File: src/rtl/fc_pkg.sv
package fc_pkg;
    localparam int unsigned FC_DATA_W  = 8;
    localparam int unsigned FC_LEN_W   = 2;
    localparam int unsigned FC_MIN_LEN = 5;
    localparam int unsigned FC_ADDR_W  = 2;
    localparam int unsigned FC_NUM_REG = 4;

    typedef enum logic [FC_ADDR_W-1:0] {
        REG_XON_CODE  = 2'd0,
        REG_XOFF_CODE = 2'd1,
        REG_XON_MASK  = 2'd2,
        REG_XOFF_MASK = 2'd3
    } fc_reg_e;

    typedef enum logic {
        FLOW_RUN  = 1'b0,
        FLOW_STOP = 1'b1
    } flow_state_e;
endpackage

File: src/rtl/fc_cfg_regs.sv
module fc_cfg_regs
    import fc_pkg::*;
#(
    parameter int unsigned DW       = FC_DATA_W,
    parameter int unsigned AW       = FC_ADDR_W,
    parameter logic [DW-1:0] RST_ON  = 8'h11,
    parameter logic [DW-1:0] RST_OFF = 8'h13
) (
    input  logic          clk,
    input  logic          rst_n,
    input  logic          we,
    input  logic [AW-1:0] addr,
    input  logic [DW-1:0] wdata,
    output logic [DW-1:0] rdata,
    output logic [DW-1:0] on_code,
    output logic [DW-1:0] off_code,
    output logic [DW-1:0] on_mask,
    output logic [DW-1:0] off_mask
);
    localparam int unsigned NREG = 1 << AW;

    logic [DW-1:0] regs [NREG];

    function automatic logic [DW-1:0] reset_value(input int unsigned idx);
        case (idx)
            int'(REG_XON_CODE):  return RST_ON;
            int'(REG_XOFF_CODE): return RST_OFF;
            default:             return '0;
        endcase
    endfunction

    for (genvar g = 0; g < NREG; g++) begin : g_reg
        always_ff @(posedge clk or negedge rst_n) begin
            if (!rst_n) begin
                regs[g] <= reset_value(g);
            end else if (we && (addr == AW'(g))) begin
                regs[g] <= wdata;
            end
        end
    end

    assign rdata    = regs[addr];
    assign on_code  = regs[REG_XON_CODE];
    assign off_code = regs[REG_XOFF_CODE];
    assign on_mask  = regs[REG_XON_MASK];
    assign off_mask = regs[REG_XOFF_MASK];
endmodule

File: src/rtl/fc_char_match.sv
module fc_char_match
    import fc_pkg::*;
#(
    parameter int unsigned DW      = FC_DATA_W,
    parameter int unsigned LW      = FC_LEN_W,
    parameter int unsigned MIN_LEN = FC_MIN_LEN
) (
    input  logic [DW-1:0] data,
    input  logic [DW-1:0] code,
    input  logic [DW-1:0] mask,
    input  logic [LW-1:0] len_sel,
    output logic          hit
);
    localparam int unsigned CW = $clog2(DW + 1) + 1;

    logic [CW-1:0] width;
    logic [DW-1:0] miss;

    assign width = CW'(MIN_LEN) + CW'(len_sel);

    for (genvar b = 0; b < DW; b++) begin : g_bit
        logic in_len;
        assign in_len  = (CW'(b) < width);
        assign miss[b] = in_len & ~mask[b] & (data[b] ^ code[b]);
    end

    assign hit = ~|miss;
endmodule

File: src/rtl/fc_flow_fsm.sv
module fc_flow_fsm
    import fc_pkg::*;
(
    input  logic clk,
    input  logic rst_n,
    input  logic ev_on,
    input  logic ev_off,
    output logic on_pulse,
    output logic off_pulse,
    output logic hold
);
    flow_state_e state_q, state_d;

    always_comb begin
        state_d = state_q;
        unique case (state_q)
            FLOW_RUN:  if (ev_off) state_d = FLOW_STOP;
            FLOW_STOP: if (ev_on && !ev_off) state_d = FLOW_RUN;
            default:   state_d = FLOW_RUN;
        endcase
    end

    always_ff @(posedge clk or negedge rst_n) begin
        if (!rst_n) state_q <= FLOW_RUN;
        else        state_q <= state_d;
    end

    always_ff @(posedge clk or negedge rst_n) begin
        if (!rst_n) begin
            on_pulse  <= 1'b0;
            off_pulse <= 1'b0;
        end else begin
            off_pulse <= ev_off;
            on_pulse  <= ev_on & ~ev_off;
        end
    end

    assign hold = (state_q == FLOW_STOP);
endmodule

File: src/rtl/flow_char_detect.sv
module flow_char_detect
    import fc_pkg::*;
#(
    parameter int unsigned DW      = FC_DATA_W,
    parameter int unsigned LW      = FC_LEN_W,
    parameter int unsigned AW      = FC_ADDR_W,
    parameter int unsigned MIN_LEN = FC_MIN_LEN
) (
    input  logic          clk,
    input  logic          rst_n,
    input  logic          cfg_we,
    input  logic [AW-1:0] cfg_addr,
    input  logic [DW-1:0] cfg_wdata,
    output logic [DW-1:0] cfg_rdata,
    input  logic [LW-1:0] char_len,
    input  logic          par_en,
    input  logic          discard_en,
    input  logic          rx_valid,
    input  logic [DW-1:0] rx_data,
    input  logic          rx_frame_ok,
    input  logic          rx_par_ok,
    output logic          fifo_wr,
    output logic [DW-1:0] fifo_data,
    output logic          xon_seen,
    output logic          xoff_seen,
    output logic          tx_hold,
    input  logic          tx_start_req,
    output logic          tx_start_grant
);
    localparam int unsigned NCODE = 2;
    localparam int unsigned IDX_ON  = 0;
    localparam int unsigned IDX_OFF = 1;

    logic [DW-1:0] code_v [NCODE];
    logic [DW-1:0] mask_v [NCODE];
    logic [NCODE-1:0] hit;
    logic char_ok, ev_on, ev_off, is_ctrl;
    logic          fwr_q;
    logic [DW-1:0] fdat_q;

    fc_cfg_regs #(.DW(DW), .AW(AW)) u_regs (
        .clk      (clk),
        .rst_n    (rst_n),
        .we       (cfg_we),
        .addr     (cfg_addr),
        .wdata    (cfg_wdata),
        .rdata    (cfg_rdata),
        .on_code  (code_v[IDX_ON]),
        .off_code (code_v[IDX_OFF]),
        .on_mask  (mask_v[IDX_ON]),
        .off_mask (mask_v[IDX_OFF])
    );

    for (genvar k = 0; k < NCODE; k++) begin : g_match
        fc_char_match #(.DW(DW), .LW(LW), .MIN_LEN(MIN_LEN)) u_match (
            .data    (rx_data),
            .code    (code_v[k]),
            .mask    (mask_v[k]),
            .len_sel (char_len),
            .hit     (hit[k])
        );
    end

    assign char_ok = rx_valid & rx_frame_ok & (~par_en | rx_par_ok);
    assign ev_on   = char_ok & hit[IDX_ON];
    assign ev_off  = char_ok & hit[IDX_OFF];
    assign is_ctrl = ev_on | ev_off;

    fc_flow_fsm u_fsm (
        .clk       (clk),
        .rst_n     (rst_n),
        .ev_on     (ev_on),
        .ev_off    (ev_off),
        .on_pulse  (xon_seen),
        .off_pulse (xoff_seen),
        .hold      (tx_hold)
    );

    always_ff @(posedge clk or negedge rst_n) begin
        if (!rst_n) begin
            fwr_q  <= 1'b0;
            fdat_q <= '0;
        end else begin
            fwr_q <= rx_valid & ~(discard_en & is_ctrl);
            if (rx_valid) fdat_q <= rx_data;
        end
    end

    assign fifo_wr        = fwr_q;
    assign fifo_data      = fdat_q;
    assign tx_start_grant = tx_start_req & ~tx_hold;
endmodule

File: config.mk
export PLATFORM = sky130hd
export DESIGN_NAME = flow_char_detect
export DESIGN_NICKNAME = d
export VERILOG_FILES = /design/src/rtl/fc_pkg.sv /design/src/rtl/fc_cfg_regs.sv /design/src/rtl/fc_char_match.sv /design/src/rtl/fc_flow_fsm.sv /design/src/rtl/flow_char_detect.sv
export SDC_FILE = /design/constraint.sdc
export NUM_CORES = 1
export LEC_CHECK = 0
export BUFFER_PORTS_ARGS = -buffer_cell sky130_fd_sc_hd__buf_2
export CAP_MARGIN = 5
export CELL_PAD_IN_SITES_DETAIL_PLACEMENT = 0
export CELL_PAD_IN_SITES_GLOBAL_PLACEMENT = 1
export CORE_AREA = 5 5 91 93
export CTS_BUF_LIST = sky130_fd_sc_hd__clkbuf_4
export DETAILED_ROUTE_END_ITERATION = 10
export DIE_AREA = 0 0 96 98
export GPL_TIMING_DRIVEN = 0
export PLACE_DENSITY_LB_ADDON = 0.1
export SLEW_MARGIN = 40
export SYNTH_ARGS = -nofsm -noshare
export SYNTH_HDL_FRONTEND = slang
export SYNTH_SLANG_ARGS = --single-unit
File: constraint.sdc
create_clock -name clk -period 3.8 [get_ports clk]
set_input_delay 0.57 -clock clk [delete_from_list [all_inputs] [get_ports clk]]
set_output_delay 0.57 -clock clk [all_outputs]
set_load 0.01 [all_outputs]
==> impl_table.tex, run 1 <==
\begin{tabular}{lr}
\hline
Metric & Value \\
\hline
\multicolumn{2}{l}{\textbf{Run status}} \\
Run status & finished clean \\
\multicolumn{2}{l}{\textbf{Logic synthesis}} \\
Number of instances in the synthesized netlist & 147 \\
Top cell type by total area after synthesis & sky130\_fd\_sc\_hd\_\_dfrtp\_1 \\
Number of distinct library cells after synthesis & 30 \\
Most area-consuming cells after synthesis & sky130\_fd\_sc\_hd\_\_dfrtp\_1 44\%, sky130\_fd\_sc\_hd\_\_mux2\_2 21\%, sky130\_fd\_sc\_hd\_\_mux4\_2 8.2\% \\
Avg Inst Size Synth & 14.9 sq um \\
\#FFs+latches synth & 44 \\
Seq/Total Area, Yosys & 0.505 \\
Yosys top cell area share & 0.445 \\
Netlist area before placement & 2190 sq um \\
Number of nets in the synthesized netlist & 180 \\
Number of synthesis warnings & 0 \\
\multicolumn{2}{l}{\textbf{Floorplanning}} \\
Die Span X & 96 microns \\
Die area & 9410 sq um \\
Total core area & 7450 sq um \\
Die height & 98 microns \\
Initial standard-cell utilization of the core & 0.295 \\
I/O Pins & 50 \\
Number of placement rows & 32 \\
\multicolumn{2}{l}{\textbf{Clock network}} \\
Number of buffers added for setup after CTS & 0 \\
CTS clock-pin slew for the worst setup and hold paths & 0.12 ns \\
Clock latency on the worst-skew pair & 0.35 ns \\
Post-cts repair resize count & 0 \\
Deepest clock path buffer count & 2 \\
H-Tree Level Count & 2 \\
Clock tree from TritonCTS & done \\
CTS sink count & 44 \\
Clock buffer count from CTS & 5 \\
Hold-fix buffers at CTS & 0 \\
Clk root buf & sky130\_fd\_sc\_hd\_\_clkbuf\_4 \\
\multicolumn{2}{l}{\textbf{Timing}} \\
Post-route setup TNS & 0 ns \\
Post-layout minimum cycle time & 2.32 ns \\
Worst clock skew & 0.00529 ns \\
Unrepaired setup endpoints after global routing & no \\
Number of max-slew violations in the final report & 0 \\
Final setup vio count & 0 \\
Final worst-path cycle share & 0.611 \\
Final hold violation count & 0 \\
Worst slew margin relative to its limit & 0.602 \\
Achievable clock frequency & 0.430 GHz \\
Slew at the pin closest to its max-slew limit & 0.596 ns \\
Final hold slack & 0.196 ns \\
\multicolumn{2}{l}{\textbf{Detailed routing}} \\
Routed metal-1 wirelength & 2150 microns \\
Met3 routed wirelength & 293 microns \\
Post-DRT Antenna Nets & 0 \\
Wire length reported by the detailed router & 5210 microns \\
Number of iterations in the first detailed-routing pass & 4 \\
Routed via count & 1421 \\
Detailed router's first-iteration violation count & 26 \\
Met2 wirelength from detailed routing & 2600 microns \\
DR top layer & met4 \\
DRC & 0 \\
WL/cell & 17.1 microns \\
Vias per Instance & 4.66 \\
\multicolumn{2}{l}{\textbf{Setup path}} \\
CP max FO & 10 \\
Launching element type of the critical path & primary input \\
Number of buffer and inverter instances along the worst setup path & 3 \\
Data arrival time at the worst-slack endpoint & 1.75 ns \\
Required time of the critical path & 3.23 ns \\
Endpoint kind of the worst setup timing path & output port \\
Kind of critical path & primary input to output port \\
Worst path most repeated cell & sky130\_fd\_sc\_hd\_\_buf\_2 \\
Crit path cell chain & buf\_2 -> buf\_2 -> mux4\_2 -> buf\_2 \\
CP peak stage delay & 0.57 ns \\
Slowest cell on crit path & sky130\_fd\_sc\_hd\_\_mux4\_2 \\
Top cell family by delay on the critical path & buffers and inverters \\
Setup slack on the worst flop-to-flop path & 2.03 ns \\
\multicolumn{2}{l}{\textbf{Placed design}} \\
Half-perimeter wire length after detailed placement & 3910 microns \\
Post-detailed-placement cell area & 2570 sq um \\
Gpl congestion & 0.734 \\
Number of I/O port buffers & 48 \\
\multicolumn{2}{l}{\textbf{Global routing}} \\
First-pass GRT wire length & 8520 microns \\
Remaining global-route overflow & 0 \\
Number of global-route vias before repair & 1595 \\
Antenna violations before repair & 0 \\
Largest net degree at the start of global routing & 45 \\
All-layer global routing usage & 0.121 \\
\multicolumn{2}{l}{\textbf{Hold path}} \\
Class of the most critical hold timing path & primary input to async pin \\
\multicolumn{2}{l}{\textbf{Cells and area}} \\
Antenna fix cells & 0 \\
Number of filler cells placed in the layout & 767 \\
Area growth syn-to-layout & 19.5\% \\
Commonest non-fill, non-tap cells in the layout & 49 x sky130\_fd\_sc\_hd\_\_buf\_2, 40 x sky130\_fd\_sc\_hd\_\_mux2\_2, 39 x sky130\_fd\_sc\_hd\_\_dfrtp\_1, 11 x sky130\_fd\_sc\_hd\_\_xnor2\_1, 8 x sky130\_fd\_sc\_hd\_\_mux4\_2 \\
Final Cell Area & 2620 sq um \\
Number of nets at the end of the flow & 235 \\
Most common cell after layout, fill and taps aside & sky130\_fd\_sc\_hd\_\_buf\_2 \\
Fraction of final layout cells with drive strength greater than 1 & 0.576 \\
\multicolumn{2}{l}{\textbf{Power and ir drop}} \\
Maximum vdd drop & 0.127 mV \\
Static leakage & 1.15 nW \\
Power per unit of standard cell area & 436 nW/um\^{}2 \\
\multicolumn{2}{l}{\textbf{Run}} \\
Max-cap viol count & 0 \\
\hline
\end{tabular}
sequential cells by signal, indices dropped and copies added, names as in the netlist:
register / count
fifo_data: 8
u_regs.off_code: 8
u_regs.off_mask: 8
u_regs.on_code: 8
u_regs.on_mask: 8
fifo_wr: 1
u_fsm.hold: 1
u_fsm.off_pulse: 1
u_fsm.on_pulse: 1
Yosys cell counts:
cell type and number:
sky130_fd_sc_hd__a222oi_1 1, sky130_fd_sc_hd__ha_1 4, sky130_fd_sc_hd__xor2_1 5, sky130_fd_sc_hd__o21a_1 1
sky130_fd_sc_hd__xnor2_1 11, sky130_fd_sc_hd__o311ai_1 1, sky130_fd_sc_hd__a21o_1 1, sky130_fd_sc_hd__o22ai_1 2
sky130_fd_sc_hd__o32a_1 1, sky130_fd_sc_hd__nor2b_1 1, sky130_fd_sc_hd__nand3b_1 4, sky130_fd_sc_hd__a221oi_2 1
sky130_fd_sc_hd__or4_1 1, sky130_fd_sc_hd__o211ai_4 1, sky130_fd_sc_hd__mux2_2 40, sky130_fd_sc_hd__o21ai_0 1
sky130_fd_sc_hd__nor3_4 1, sky130_fd_sc_hd__nand3_1 1, sky130_fd_sc_hd__nor2_1 3, sky130_fd_sc_hd__buf_6 1
sky130_fd_sc_hd__a21oi_1 1, sky130_fd_sc_hd__a211oi_1 1, sky130_fd_sc_hd__mux4_2 8, sky130_fd_sc_hd__nor3b_2 1
sky130_fd_sc_hd__dfstp_2 5, sky130_fd_sc_hd__dfrtp_1 39, sky130_fd_sc_hd__and4bb_2 1, sky130_fd_sc_hd__or4_4 1
sky130_fd_sc_hd__inv_1 6, sky130_fd_sc_hd__buf_2 2
where the power goes:
group | internal, mW | switching [mW] | leakage, nW | total, mW
Clock | 0.0681 | 0.148 | 0.0324 | 0.216
Sequential | 0.556 | 0.0607 | 0.517 | 0.617
Combinational | 0.176 | 0.134 | 0.599 | 0.310
Total | 0.800 | 0.343 | 1.15 | 1.14
layout make-up:
type                    instances  area, sq um  share of cell area
repair buffers                 48          243              0.0926
multi-input cells              94         1050               0.400
clock buffers                   5         37.5              0.0143
flip-flops and latches         44         1110               0.422
clock inverters                 3         13.8             0.00525
plain buffers                   3         21.3             0.00811
inverters                       6         22.5             0.00859
well taps                     102          128              0.0487
worst paths after layout:
kind / cells after the start / to / startpoint
max: 4 / cfg_rdata[4] / cfg_addr[0]
min: 1 / fifo_data[5]$_DFFE_PN0P_ / rst_n
max reg2reg: 5 / fifo_wr$_DFF_PN0_ / u_regs.off_code[1]$_DFFE_PN1P_
min reg2reg: 1 / u_fsm.hold$_DFF_PN0_ / u_fsm.hold$_DFF_PN0_
max in group asynchronous: 1 / u_regs.off_code[4]$_DFFE_PN1P_ / rst_n
min in group clk: 2 / fifo_wr$_DFF_PN0_ / discard_en
kinds of logic (layout without fill, tap and decap cells):
logic type / count (synthesis) / in the layout / synth area share
mux: 48 / 48 / 0.287
compound gates: 12 / 12 / 0.0502
buf+inv: 9 / 65 / 0.0200
simple gates: 14 / 14 / 0.0513
flops: 44 / 44 / 0.505
xor+xnor: 16 / 16 / 0.0639
fa+ha+maj: 4 / 4 / 0.0228
metrics by stage:
stage,worst slack (ns),total power [mW],util,instances
finish,1.48,1.14,0.352,305
global route,1.40,1.23,0.352,305
CTS,1.44,1.17,0.352,305
detailed placement,1.46,0.944,0.345,297
global placement,1.50,0.932,0.344,297
floorplan,1.87,0.819,-,147
routing by layer:
metal / vias up / GRT usage
li1: 654 / -
met2: 43 / 0.193
met3: 15 / 0.0362
met1: 709 / 0.149
met5: - / 0
met4: 0 / 0.0525
worst reg2reg max path, cell delays in order (launching register included):
cell and delay (ns):
sky130_fd_sc_hd__dfstp_2 0.57, sky130_fd_sc_hd__xnor2_1 0.13, sky130_fd_sc_hd__nor2_1 0.07, sky130_fd_sc_hd__or4_4 0.52, sky130_fd_sc_hd__nor3_4 0.26, sky130_fd_sc_hd__a221oi_2 0.11
No activity file was read; power rests on OpenSTA's default activity.
==> run 2, diff against run 1 <==
Settings changed: ABC_AREA set to 1, CORE_AREA 5 5 91 93 to 5 5 93 95, DIE_AREA 0 0 96 98 to 0 0 98 100.
Clock period 3.8 ns to 2.1 ns, I/O delays scaled along.
==> impl_table.tex, run 2 <==
\begin{tabular}{lr}
\hline
Metric & Value \\
\hline
\multicolumn{2}{l}{\textbf{Global routing}} \\
Antenna violations before repair & 0 (unchanged) \\
All-layer global routing usage & 0.130 (was 0.121) \\
Remaining global-route overflow & 0 (unchanged) \\
Number of global-route vias before repair & 1966 (was 1595) \\
Largest net degree at the start of global routing & 45 (unchanged) \\
First-pass GRT wire length & 10200 microns (was 8520 microns) \\
\multicolumn{2}{l}{\textbf{Placed design}} \\
Post-detailed-placement cell area & 2720 sq um (was 2570 sq um) \\
Pre-CTS setup slack & 0.462 ns (was 1.46 ns) \\
Half-perimeter wire length after detailed placement & 4900 microns (was 3910 microns) \\
Gpl congestion & 0.789 (was 0.734) \\
Number of I/O port buffers & 49 (was 48) \\
\multicolumn{2}{l}{\textbf{Clock network}} \\
CTS sink count & 44 (unchanged) \\
Clock buffer count from CTS & 5 (unchanged) \\
Post-cts repair resize count & 0 (unchanged) \\
CTS clock-pin slew for the worst setup and hold paths & 0.14 ns (was 0.12 ns) \\
Clk root buf & sky130\_fd\_sc\_hd\_\_clkbuf\_4 (unchanged) \\
Number of buffers added for setup after CTS & 0 (unchanged) \\
Deepest clock path buffer count & 2 (unchanged) \\
Hold-fix buffers at CTS & 1 (was 0) \\
H-Tree Level Count & 2 (unchanged) \\
Clock latency on the worst-skew pair & 0.36 ns (was 0.35 ns) \\
Clock tree from TritonCTS & done (unchanged) \\
\multicolumn{2}{l}{\textbf{Logic synthesis}} \\
Most area-consuming cells after synthesis & sky130\_fd\_sc\_hd\_\_dfrtp\_1 42\%, sky130\_fd\_sc\_hd\_\_nand2\_1 14\%, sky130\_fd\_sc\_hd\_\_inv\_1 8.2\% (was sky130\_fd\_sc\_hd\_\_dfrtp\_1 44\%, sky130\_fd\_sc\_hd\_\_mux2\_2 21\%, sky130\_fd\_sc\_hd\_\_mux4\_2 8.2\%) \\
Most used flip-flop cell after synthesis & sky130\_fd\_sc\_hd\_\_dfrtp\_1 (unchanged) \\
Share of synthesized flip-flops with an asynchronous set or reset & 1.00 (unchanged) \\
Synth top cells by count & 88 x sky130\_fd\_sc\_hd\_\_nand2\_1, 51 x sky130\_fd\_sc\_hd\_\_inv\_1, 39 x sky130\_fd\_sc\_hd\_\_dfrtp\_1 (was 40 x sky130\_fd\_sc\_hd\_\_mux2\_2, 39 x sky130\_fd\_sc\_hd\_\_dfrtp\_1, 11 x sky130\_fd\_sc\_hd\_\_xnor2\_1) \\
Yosys top cell area share & 0.417 (was 0.445) \\
Number of distinct library cells after synthesis & 22 (was 30) \\
Top cell type by total area after synthesis & sky130\_fd\_sc\_hd\_\_dfrtp\_1 (unchanged) \\
Avg Inst Size Synth & 7.90 sq um (was 14.9 sq um) \\
Seq/Total Area, Yosys & 0.473 (was 0.505) \\
Netlist area before placement & 2340 sq um (was 2190 sq um) \\
Number of synthesized flops with an enable pin & 0 (unchanged) \\
\#FFs+latches synth & 44 (unchanged) \\
Number of instances in the synthesized netlist & 296 (was 147) \\
Most numerous cell in the Yosys netlist & sky130\_fd\_sc\_hd\_\_nand2\_1 (was sky130\_fd\_sc\_hd\_\_mux2\_2) \\
Number of nets in the synthesized netlist & 329 (was 180) \\
Number of synthesis warnings & 0 (unchanged) \\
\multicolumn{2}{l}{\textbf{Cells and area}} \\
Antenna fix cells & 0 (unchanged) \\
Fraction of final layout cells with drive strength greater than 1 & 0.263 (was 0.576) \\
Final Cell Area & 2780 sq um (was 2620 sq um) \\
Most common cell after layout, fill and taps aside & sky130\_fd\_sc\_hd\_\_nand2\_1 (was sky130\_fd\_sc\_hd\_\_buf\_2) \\
Area growth syn-to-layout & 18.9\% (was 19.5\%) \\
Number of nets at the end of the flow & 386 (was 235) \\
Commonest non-fill, non-tap cells in the layout & 88 x sky130\_fd\_sc\_hd\_\_nand2\_1, 51 x sky130\_fd\_sc\_hd\_\_inv\_1, 49 x sky130\_fd\_sc\_hd\_\_buf\_2, 39 x sky130\_fd\_sc\_hd\_\_dfrtp\_1, 18 x sky130\_fd\_sc\_hd\_\_o21ai\_0 (was 49 x sky130\_fd\_sc\_hd\_\_buf\_2, 40 x sky130\_fd\_sc\_hd\_\_mux2\_2, 39 x sky130\_fd\_sc\_hd\_\_dfrtp\_1, 11 x sky130\_fd\_sc\_hd\_\_xnor2\_1, 8 x sky130\_fd\_sc\_hd\_\_mux4\_2) \\
\multicolumn{2}{l}{\textbf{Setup path}} \\
Kind of critical path & flop to output port (was primary input to output port) \\
Capturing point of the worst reg2reg path & u\_fsm.hold\$\_DFF\_PN0\_ (was fifo\_wr\$\_DFF\_PN0\_) \\
Required time of the critical path & 1.78 ns (was 3.23 ns) \\
CP max FO & 2 (was 10) \\
Worst Reg2Reg Path Length in Cells & 10 (was 5) \\
Startpoint of the most critical register-to-register path & u\_regs.off\_code[4]\$\_DFFE\_PN1P\_ (was u\_regs.off\_code[1]\$\_DFFE\_PN1P\_) \\
Launching element type of the critical path & flop (was primary input) \\
Setup slack on the worst flop-to-flop path & 0.78 ns (was 2.03 ns) \\
Endpoint kind of the worst setup timing path & output port (unchanged) \\
Data arrival time at the worst-slack endpoint & 1.42 ns (was 1.75 ns) \\
\multicolumn{2}{l}{\textbf{Detailed routing}} \\
DRC & 0 (unchanged) \\
Number of iterations in the first detailed-routing pass & 4 (unchanged) \\
WL/cell & 13.5 microns (was 17.1 microns) \\
Wire length reported by the detailed router & 6140 microns (was 5210 microns) \\
Detailed router's first-iteration violation count & 118 (was 26) \\
Vias per Instance & 4.37 (was 4.66) \\
Post-DRT Antenna Nets & 0 (unchanged) \\
Routed via count & 1991 (was 1421) \\
\multicolumn{2}{l}{\textbf{Run status}} \\
Run status & finished clean (unchanged) \\
\multicolumn{2}{l}{\textbf{Floorplanning}} \\
Die area & 9800 sq um (was 9410 sq um) \\
I/O Pins & 50 (unchanged) \\
Die height & 100 microns (was 98 microns) \\
Initial standard-cell utilization of the core & 0.306 (was 0.295) \\
Die Span X & 98 microns (was 96 microns) \\
Number of placement rows & 32 (unchanged) \\
Total core area & 7650 sq um (was 7450 sq um) \\
\multicolumn{2}{l}{\textbf{Power and ir drop}} \\
Maximum vdd drop & 0.254 mV (was 0.127 mV) \\
Power per unit of standard cell area & 731 nW/um\^{}2 (was 436 nW/um\^{}2) \\
Static leakage & 1.51 nW (was 1.15 nW) \\
Pwr Total & 2.03 mW (was 1.14 mW) \\
\multicolumn{2}{l}{\textbf{Run}} \\
Max-cap viol count & 0 (unchanged) \\
\multicolumn{2}{l}{\textbf{Hold path}} \\
Terminating pin of the worst hold path & fifo\_wr\$\_DFF\_PN0\_ \\
Class of the most critical hold timing path & primary input to flop (was primary input to async pin) \\
Hold path cells & 2 \\
Hold Path Origin & discard\_en \\
\multicolumn{2}{l}{\textbf{Timing}} \\
Achievable clock frequency & 0.576 GHz \\
Setup slack after layout & 0.365 ns (was 1.48 ns) \\
Slew at the pin closest to its max-slew limit & 0.576 ns (was 0.596 ns) \\
Final worst-path cycle share & 0.826 \\
Final hold violation count & 0 (unchanged) \\
Worst clock skew & 0.0122 ns (was 0.00529 ns) \\
Post-route setup TNS & 0 ns (unchanged) \\
Number of max-slew violations in the final report & 0 (unchanged) \\
Unrepaired setup endpoints after global routing & no (unchanged) \\
Post-layout minimum cycle time & 1.74 ns \\
Worst slew margin relative to its limit & 0.616 (was 0.602) \\
Final setup vio count & 0 (unchanged) \\
\hline
\end{tabular}
-- run 2: cell count changes after synthesis, moves of 6 or more --
cell,before,now
sky130_fd_sc_hd__nand3_1,1,14
sky130_fd_sc_hd__o21ai_0,1,18
sky130_fd_sc_hd__o21ai_2,0,15
sky130_fd_sc_hd__mux4_2,8,0
sky130_fd_sc_hd__a22oi_1,0,10
sky130_fd_sc_hd__o21ai_1,0,10
sky130_fd_sc_hd__mux2_2,40,0
sky130_fd_sc_hd__nor2_1,3,16
sky130_fd_sc_hd__xnor2_1,11,0
sky130_fd_sc_hd__nand2_2,0,6
sky130_fd_sc_hd__inv_1,6,51
sky130_fd_sc_hd__nand2_1,0,88
-- run 2: worst max-delay path, stage by stage (launching register included) --
cell and delay [ns]:
sky130_fd_sc_hd__dfrtp_1 0.40, sky130_fd_sc_hd__inv_1 0.08, sky130_fd_sc_hd__nor2_1 0.05, sky130_fd_sc_hd__a221oi_1 0.20
sky130_fd_sc_hd__o21ai_0 0.16, sky130_fd_sc_hd__buf_2 0.17
-- run 2: metrics by stage --
step,utilization,hold WS (ns),instances
after floorplan,-,0.0194,296
after global placement,0.355,0.464,447
after detailed placement,0.355,0.358,447
after CTS,0.364,0.105,456
after global routing,0.364,0.0958,456
final,0.364,0.120,456
-- run 2: how the worst max path moves through the flow --
| stage | start | cells after the start | to |
|---|---|---|---|
| global route | u_regs.off_mask[6]$_DFFE_PN0P_ | 5 | cfg_rdata[6] |
| floorplan | char_len[0] | 10 | u_fsm.hold$_DFF_PN0_ |
| detailed placement | char_len[0] | 11 | u_fsm.hold$_DFF_PN0_ |
| finish | u_regs.off_mask[6]$_DFFE_PN0P_ | 5 | cfg_rdata[6] |
| global placement | char_len[0] | 11 | u_fsm.hold$_DFF_PN0_ |
| CTS | u_regs.off_mask[6]$_DFFE_PN0P_ | 5 | cfg_rdata[6] |
-- run 2: cells by family (layout without fill, tap and decap cells) --
group / after synthesis / count (layout) / share of synthesized area
AO/OA/AOI/OAI: 62 / 62 / 0.175
buffers and inverters: 59 / 117 / 0.105
AND/OR/NAND/NOR: 127 / 127 / 0.225
adder cells (fa/ha/maj): 4 / 4 / 0.0214
flip-flops: 44 / 44 / 0.473
-- run 2: cell type report --
type,count,area (sq um)
Tap cell,102,128
Sequential cell,44,1110
Clock inverter,2,12.5
Fill cell,845,4860
Clock buffer,6,45.0
Timing Repair Buffer,50,258
Inverter,54,203
Buffer,5,42.5
Multi-Input combinational cell,193,987
-- run 2: layer usage --
| layer | up-vias | wire length (microns) | global-route usage |
|---|---|---|---|
| li1 | 1057 | - | - |
| met1 | 872 | 2970 | 0.182 |
| met2 | 56 | 2730 | 0.204 |
| met3 | 6 | 378 | 0.0334 |
| met4 | 0 | 59 | 0.0288 |
| met5 | - | 0 | 0 |
-- run 2: where the power goes --
| part | internal [mW] | leakage, nW | switching (mW) |
|---|---|---|---|
| sequential | 0.981 | 0.539 | 0.111 |
| combinational | 0.210 | 0.943 | 0.304 |
| clock | 0.143 | 0.0317 | 0.286 |
| total | 1.33 | 1.51 | 0.701 |
